<file path="config.mk">
export PLATFORM = sky130hd
export DESIGN_NAME = ps2_host_regs
export DESIGN_NICKNAME = d
export VERILOG_FILES = /design/src/rtl/ps2h_pkg.sv /design/src/rtl/ps2h_rx_hold.sv /design/src/rtl/ps2h_tx_port.sv /design/src/rtl/ps2h_rdmux.sv /design/src/rtl/ps2_host_regs.sv
export SDC_FILE = /design/constraint.sdc
export NUM_CORES = 1
export LEC_CHECK = 0
export ABC_AREA = 1
export CAP_MARGIN = 15
export CORE_ASPECT_RATIO = 1.1
export CORE_MARGIN = 2
export CORE_UTILIZATION = 50
export DETAILED_ROUTE_END_ITERATION = 8
export DONT_BUFFER_PORTS = 1
export GPL_ROUTABILITY_DRIVEN = 0
export SYNTH_ARGS = -nofsm -noshare
export SYNTH_HDL_FRONTEND = slang
export SYNTH_HIERARCHICAL = 1
export SYNTH_SLANG_ARGS = --single-unit
</file>
<file path="constraint.sdc">
create_clock -name clk -period 2.7 [get_ports clk]
set_input_delay 0.405 -clock clk [delete_from_list [all_inputs] [get_ports clk]]
set_output_delay 0.405 -clock clk [all_outputs]
set_load 0.01 [all_outputs]
</file>
<file path="src/rtl/ps2h_pkg.sv">
package ps2h_pkg;
  localparam int W_CTRL  = 0;
  localparam int W_STAT  = 1;
  localparam int W_DATA  = 2;
  localparam int W_CDIV  = 3;
  localparam int W_ISTAT = 4;
  localparam int ID_WORDS = 8;

  typedef struct packed {
    logic tx_empty;
    logic tx_busy;
    logic rx_full;
    logic rx_busy;
    logic rx_par;
    logic ln_clk;
    logic ln_dat;
  } stat_t;

  function automatic logic [7:0] id_byte(input logic [2:0] idx);
    case (idx)
      3'd0: id_byte = 8'h50;
      3'd1: id_byte = 8'h10;
      3'd2: id_byte = 8'h04;
      3'd3: id_byte = 8'h00;
      3'd4: id_byte = 8'h0D;
      3'd5: id_byte = 8'hF0;
      3'd6: id_byte = 8'h05;
      default: id_byte = 8'hB1;
    endcase
  endfunction
endpackage

</file>
<file path="src/rtl/ps2h_rx_hold.sv">
module ps2h_rx_hold (
  input  logic       clk,
  input  logic       rst,
  input  logic       rx_valid,
  input  logic [7:0] rx_data,
  output logic       rx_ready,
  input  logic       pop,
  output logic       pending,
  output logic [7:0] hold,
  output logic [7:0] last,
  output logic       parity
);
  logic accept;

  assign rx_ready = !pending;
  assign accept   = rx_valid && rx_ready;
  assign parity   = ^last;

  always_ff @(posedge clk) begin
    if (rst) begin
      pending <= 1'b0;
      hold    <= '0;
      last    <= '0;
    end else begin
      if (accept) begin
        pending <= 1'b1;
        hold    <= rx_data;
      end else if (pop && pending) begin
        pending <= 1'b0;
        last    <= hold;
      end
    end
  end

  AST_ACCEPT_SETS_PENDING: assert property (@(posedge clk) disable iff (rst)
    rx_valid && rx_ready |=> pending && hold == $past(rx_data));
  AST_POP_MOVES_BYTE: assert property (@(posedge clk) disable iff (rst)
    pop && pending |=> !pending && last == $past(hold));
  AST_IDLE_POP_KEEPS: assert property (@(posedge clk) disable iff (rst)
    pop && !pending && !rx_valid |=> $stable(last) && !pending);
endmodule

</file>
<file path="src/rtl/ps2h_tx_port.sv">
module ps2h_tx_port (
  input  logic       clk,
  input  logic       rst,
  input  logic       wr_stb,
  input  logic [7:0] wr_byte,
  output logic       tx_valid,
  output logic [7:0] tx_data
);
  always_ff @(posedge clk) begin
    if (rst) begin
      tx_valid <= 1'b0;
      tx_data  <= '0;
    end else begin
      tx_valid <= wr_stb;
      if (wr_stb) tx_data <= wr_byte;
    end
  end
endmodule

</file>
<file path="src/rtl/ps2h_rdmux.sv">
module ps2h_rdmux
  import ps2h_pkg::*;
#(
  parameter int WIDX_W = 10,
  parameter int DATA_W = 32,
  parameter int CTRL_W = 8,
  parameter int DIV_W  = 8
) (
  input  logic [WIDX_W-1:0] widx,
  input  logic [CTRL_W-1:0] ctrl,
  input  logic [DIV_W-1:0]  cdiv,
  input  stat_t             stat,
  input  logic              pending,
  input  logic [7:0]        hold,
  input  logic [7:0]        last,
  output logic              id_hit,
  output logic [DATA_W-1:0] rdata_nxt
);
  localparam logic [WIDX_W-1:0] ID_FIRST = WIDX_W'((1 << WIDX_W) - ID_WORDS);

  assign id_hit = widx >= ID_FIRST;

  always_comb begin
    rdata_nxt = '0;
    if (id_hit) begin
      rdata_nxt = DATA_W'(id_byte(widx[2:0]));
    end else begin
      case (widx)
        WIDX_W'(W_CTRL):  rdata_nxt = DATA_W'(ctrl);
        WIDX_W'(W_STAT):  rdata_nxt = DATA_W'(stat);
        WIDX_W'(W_DATA):  rdata_nxt = DATA_W'(pending ? hold : last);
        WIDX_W'(W_CDIV):  rdata_nxt = DATA_W'(cdiv);
        WIDX_W'(W_ISTAT): rdata_nxt = DATA_W'({1'b1, pending});
        default:          rdata_nxt = '0;
      endcase
    end
  end
endmodule

</file>
<file path="src/rtl/ps2_host_regs.sv">
module ps2_host_regs
  import ps2h_pkg::*;
#(
  parameter int ADDR_W = 12,
  parameter int DATA_W = 32,
  parameter int CTRL_W = 8,
  parameter int DIV_W  = 8
) (
  input  logic              clk,
  input  logic              rst,
  input  logic              bus_sel,
  input  logic              bus_wr,
  input  logic [ADDR_W-1:0] bus_addr,
  input  logic [DATA_W-1:0] bus_wdata,
  output logic [DATA_W-1:0] bus_rdata,
  input  logic              rx_valid,
  input  logic [7:0]        rx_data,
  output logic              rx_ready,
  input  logic              rx_busy,
  output logic              tx_valid,
  output logic [7:0]        tx_data,
  input  logic              tx_busy,
  input  logic              line_clk,
  input  logic              line_dat,
  output logic              irq
);
  localparam int WIDX_W = ADDR_W - 2;
  localparam int BIT_IRQ_ALWAYS = 3;
  localparam int BIT_IRQ_RX     = 4;

  logic [WIDX_W-1:0] widx;
  logic              rd_req, wr_req, id_hit;
  logic              wr_ctrl, wr_cdiv, wr_data, rd_data;
  logic [CTRL_W-1:0] ctrl_q;
  logic [DIV_W-1:0]  cdiv_q;
  logic              pending, parity;
  logic [7:0]        hold, last;
  logic [DATA_W-1:0] rdata_nxt;
  stat_t             stat;

  assign widx    = bus_addr[ADDR_W-1:2];
  assign rd_req  = bus_sel && !bus_wr;
  assign wr_req  = bus_sel && bus_wr;
  assign wr_ctrl = wr_req && !id_hit && widx == WIDX_W'(W_CTRL);
  assign wr_cdiv = wr_req && !id_hit && widx == WIDX_W'(W_CDIV);
  assign wr_data = wr_req && !id_hit && widx == WIDX_W'(W_DATA);
  assign rd_data = rd_req && !id_hit && widx == WIDX_W'(W_DATA);

  always_comb begin
    stat.tx_empty = 1'b1;
    stat.tx_busy  = tx_busy;
    stat.rx_full  = pending;
    stat.rx_busy  = rx_busy;
    stat.rx_par   = parity;
    stat.ln_clk   = line_clk;
    stat.ln_dat   = line_dat;
  end

  always_ff @(posedge clk) begin
    if (rst) begin
      ctrl_q    <= '0;
      cdiv_q    <= '0;
      bus_rdata <= '0;
    end else begin
      if (wr_ctrl) ctrl_q <= bus_wdata[CTRL_W-1:0];
      if (wr_cdiv) cdiv_q <= bus_wdata[DIV_W-1:0];
      if (rd_req)  bus_rdata <= rdata_nxt;
    end
  end

  assign irq = ctrl_q[BIT_IRQ_ALWAYS] || (ctrl_q[BIT_IRQ_RX] && pending);

  ps2h_rx_hold u_rx (
    .clk      (clk),
    .rst      (rst),
    .rx_valid (rx_valid),
    .rx_data  (rx_data),
    .rx_ready (rx_ready),
    .pop      (rd_data),
    .pending  (pending),
    .hold     (hold),
    .last     (last),
    .parity   (parity)
  );

  ps2h_tx_port u_tx (
    .clk      (clk),
    .rst      (rst),
    .wr_stb   (wr_data),
    .wr_byte  (bus_wdata[7:0]),
    .tx_valid (tx_valid),
    .tx_data  (tx_data)
  );

  ps2h_rdmux #(
    .WIDX_W (WIDX_W),
    .DATA_W (DATA_W),
    .CTRL_W (CTRL_W),
    .DIV_W  (DIV_W)
  ) u_mux (
    .widx      (widx),
    .ctrl      (ctrl_q),
    .cdiv      (cdiv_q),
    .stat      (stat),
    .pending   (pending),
    .hold      (hold),
    .last      (last),
    .id_hit    (id_hit),
    .rdata_nxt (rdata_nxt)
  );

  AST_TX_STROBE: assert property (@(posedge clk) disable iff (rst)
    wr_req && widx == WIDX_W'(W_DATA) |=> tx_valid && tx_data == $past(bus_wdata[7:0]));
  AST_TX_NEEDS_WRITE: assert property (@(posedge clk) disable iff (rst)
    !(wr_req && widx == WIDX_W'(W_DATA)) |=> !tx_valid);
  AST_IRQ_QUIET: assert property (@(posedge clk) disable iff (rst)
    !ctrl_q[BIT_IRQ_ALWAYS] && !pending |-> !irq);
  AST_ID_UPPER_ZERO: assert property (@(posedge clk) disable iff (rst)
    rd_req && id_hit |=> bus_rdata[DATA_W-1:8] == '0);
endmodule

</file>
==> flow_summary_export.csv <==
group,metric,value,unit
global_routing,grt_pass1_wl,13.7,mm
worst_setup_path,cp-end-kind,"flip-flop",
drt,detail_route.iter0.violations,167,
cells_and_area,layout_commonest_cell,"nor2_1",
drt,drc,0,
cells_and_area,drive_above_1_share,9.38,%
cells_and_area,final_cells,670,
floorplanning,initial_core_util,51.9,%
worst_setup_path,path_class,"flip-flop to flip-flop",
cells_and_area,multiInputGateArea,1950,sq um
placement,dp_cells,655,
sta,finalHoldViolCount,0,
sta,worst_pin_slew,0.816,ns
worst_setup_path,crit_path_max_fanout,11,
worst_setup_path,critPathArrivalTime,1.93,ns
cells_and_area,layout_common_cells,"125 x nor2_1, 123 x nand2_1, 74 x dfxtp_1, 46 x nand3_1, 42 x inv_1",
global_routing,grt_usage,20.8,%
sta,fmax,592,MHz
clocking,cts_root_buf,"clkbuf_8",
clocking,cts_tree,"yes",
clocking,hold_buffers,0,
pwr,peakVddDrop,271,uV
sta,final.setup_skew,0.00671,ns
sta,finalSetupTns,0,ns
clocking,clock_path_buffers,2,
synth,ys_ff_latch,74,
global_routing,first_global_vias,2923,
cells_and_area,nFillCells,752,
synth,synth_cell_type_count,31,
drt,wirelength,8.53,mm
clocking,postCtsSetupRepairBufs,0,
worst_setup_path,crit_required,2.94,ns
floorplanning,num_rows,33,
clocking,cts_resized,0,
cells_and_area,seqCellArea,1480,sq um
drt,vias_per_cell,4.81,
sta,slew_violations,0,
drt,routedWlPerCell,12.7,um
floorplanning,die_h,96.4,um
drt,antenna_left,0,
cells_and_area,final_nets,622,
sta,setup_violations,0,
sta,post-route-min-period,1.69,ns
clocking,path_clk_slew,0.08,ns
synth,ys_seq_area_share,38.2,%
cells_and_area,post-route-cell-area,3980,sq um
floorplanning,dieArea,8480,sq um
clocking,numCtsBuffers,9,
placement,placed_area,3790,sq um
placement,port_buffers,0,
pwr,p_leak,1.85,nW
sta,rsz0062_at_grt,"no",
sta,timing.hold.ws,0.122,ns
floorplanning,coreArea,7470,sq um
cells_and_area,diodes,0,
outcome,status,"finished clean",
cells_and_area,areaGrowthSynthToFinish,2.51,%
floorplanning,io_pins,104,
synth,syn_area_per_cell,6.82,sq um
drt,dr.pass1.iters,4,
global_routing,antenna_found_initial,0,
clocking,clk_latency,0.35,ns
worst_setup_path,startpoint_type,"flip-flop",
drt,routed-via-count,3220,
global_routing,grt.overflow.total,0,
clocking,h-tree-depth,3,
placement,hpwl,5.99,mm
global_routing,grt_max_degree,34,
flow_run,cap_violations,0,
floorplanning,dieWidth,88.0,um
cells_and_area,fin_util,53.2,%
synth,ys_warn_count,6,
min_path,hp-class,"input port to flip-flop",
synth,postSynthCellCount,569,
synth,netlist_area,3880,sq um
clocking,clkSinkCount,74,
sta,max_slew_margin,45.6,%
pwr,p_per_area,544,nW/um^2
sta,timing.final.crit_share,62.6,%
-- final timing paths --
kind                                   start      endpoint  slack [ns]  cells past startpoint
worst max-delay path            u_rx/pending  bus_rdata[2]        1.01                      7
worst min-delay path                     rst  u_rx/last[0]        0.12                      1
worst max register to register  u_rx/pending  bus_rdata[2]        1.01                      7
worst min register to register     ctrl_q[1]     ctrl_q[1]        0.48                      2
-- power breakdown --
| part | internal, W | switching [W] |
|---|---|---|
| registers | 0.00113 | 0.0000430 |
| logic | 0.0000477 | 0.0000981 |
| clock network | 0.000443 | 0.000405 |
| total | 0.00162 | 0.000546 |
-- synthesized netlist by cell type, drive strengths merged --
library cell	number	area share [%]
nand3	48	6.4
o21a	1	0.19
nand2	128	13
buf	47	9.3
a21o	1	0.19
conb	2	0.19
a21oi	27	3.5
o21ai	37	4.8
xnor2	1	0.23
a211oi	7	2.1
inv	45	4.4
nand4	3	0.48
o22ai	1	0.16
mux2i	5	1.3
dfxtp	74	38
clkbuf	2	0.19
nor2	139	15
and3	1	0.19
-- layout make-up --
type                            count  share of cell area (%)
Clock buffer                       10                    3.46
Clock inverter                      5                    1.38
Inverter                           45                    4.25
Multi-Input combinational cell    424                    49.1
Sequential cell                    74                    37.2
Tap cell                          105                    3.30
Timing Repair Buffer                7                    1.32
-- metrics by stage --
stage	worst slack, ns	power, W
global placement	0.877	0.00134
finish	1.01	0.00217
detailed placement	0.859	0.00134
floorplan	1.04	0.00135
global route	0.804	0.00227
CTS	1.00	0.00219
-- state kept, by name, indices dropped and copies added, names as in the netlist --
register,flops
bus_rdata,32
cdiv_q,8
ctrl_q,8
u_rx/hold,8
u_rx/last,8
u_rx/pending,1
u_tx/tx_data,8
u_tx/tx_valid,1
-- per-layer routing --
metal | vias up | global-route usage, % | wire (um)
li1 | 1732 | - | -
met1 | 1406 | 26.4 | 3970
met2 | 72 | 33.6 | 3970
met3 | 10 | 5.61 | 442
met4 | 0 | 8.33 | 150
met5 | - | 0 | 0
-- logic make-up (layout without fill, tap and decap cells) --
kind of cell / after synthesis / after routing / share of synthesized area, %
AO/OA/AOI/OAI: 74 / 74 / 10.9
multiplexers: 5 / 5 / 1.29
XOR/XNOR: 1 / 1 / 0.226
flip-flops: 74 / 74 / 38.2
buffers and inverters: 94 / 67 / 13.8
other: 2 / 25 / 0.193
AND/OR/NAND/NOR: 319 / 319 / 35.4
-- worst max-delay path: stages, from the launching register on --
cell	delay [ns]
dfxtp_1	0.66
buf_4	0.25
mux2i_1	0.20
o21ai_1	0.08
nor2_1	0.13
nand2_1	0.07
nor2_1	0.13
nor2_1	0.06
Note: power is estimated with default switching activity, not from simulation.
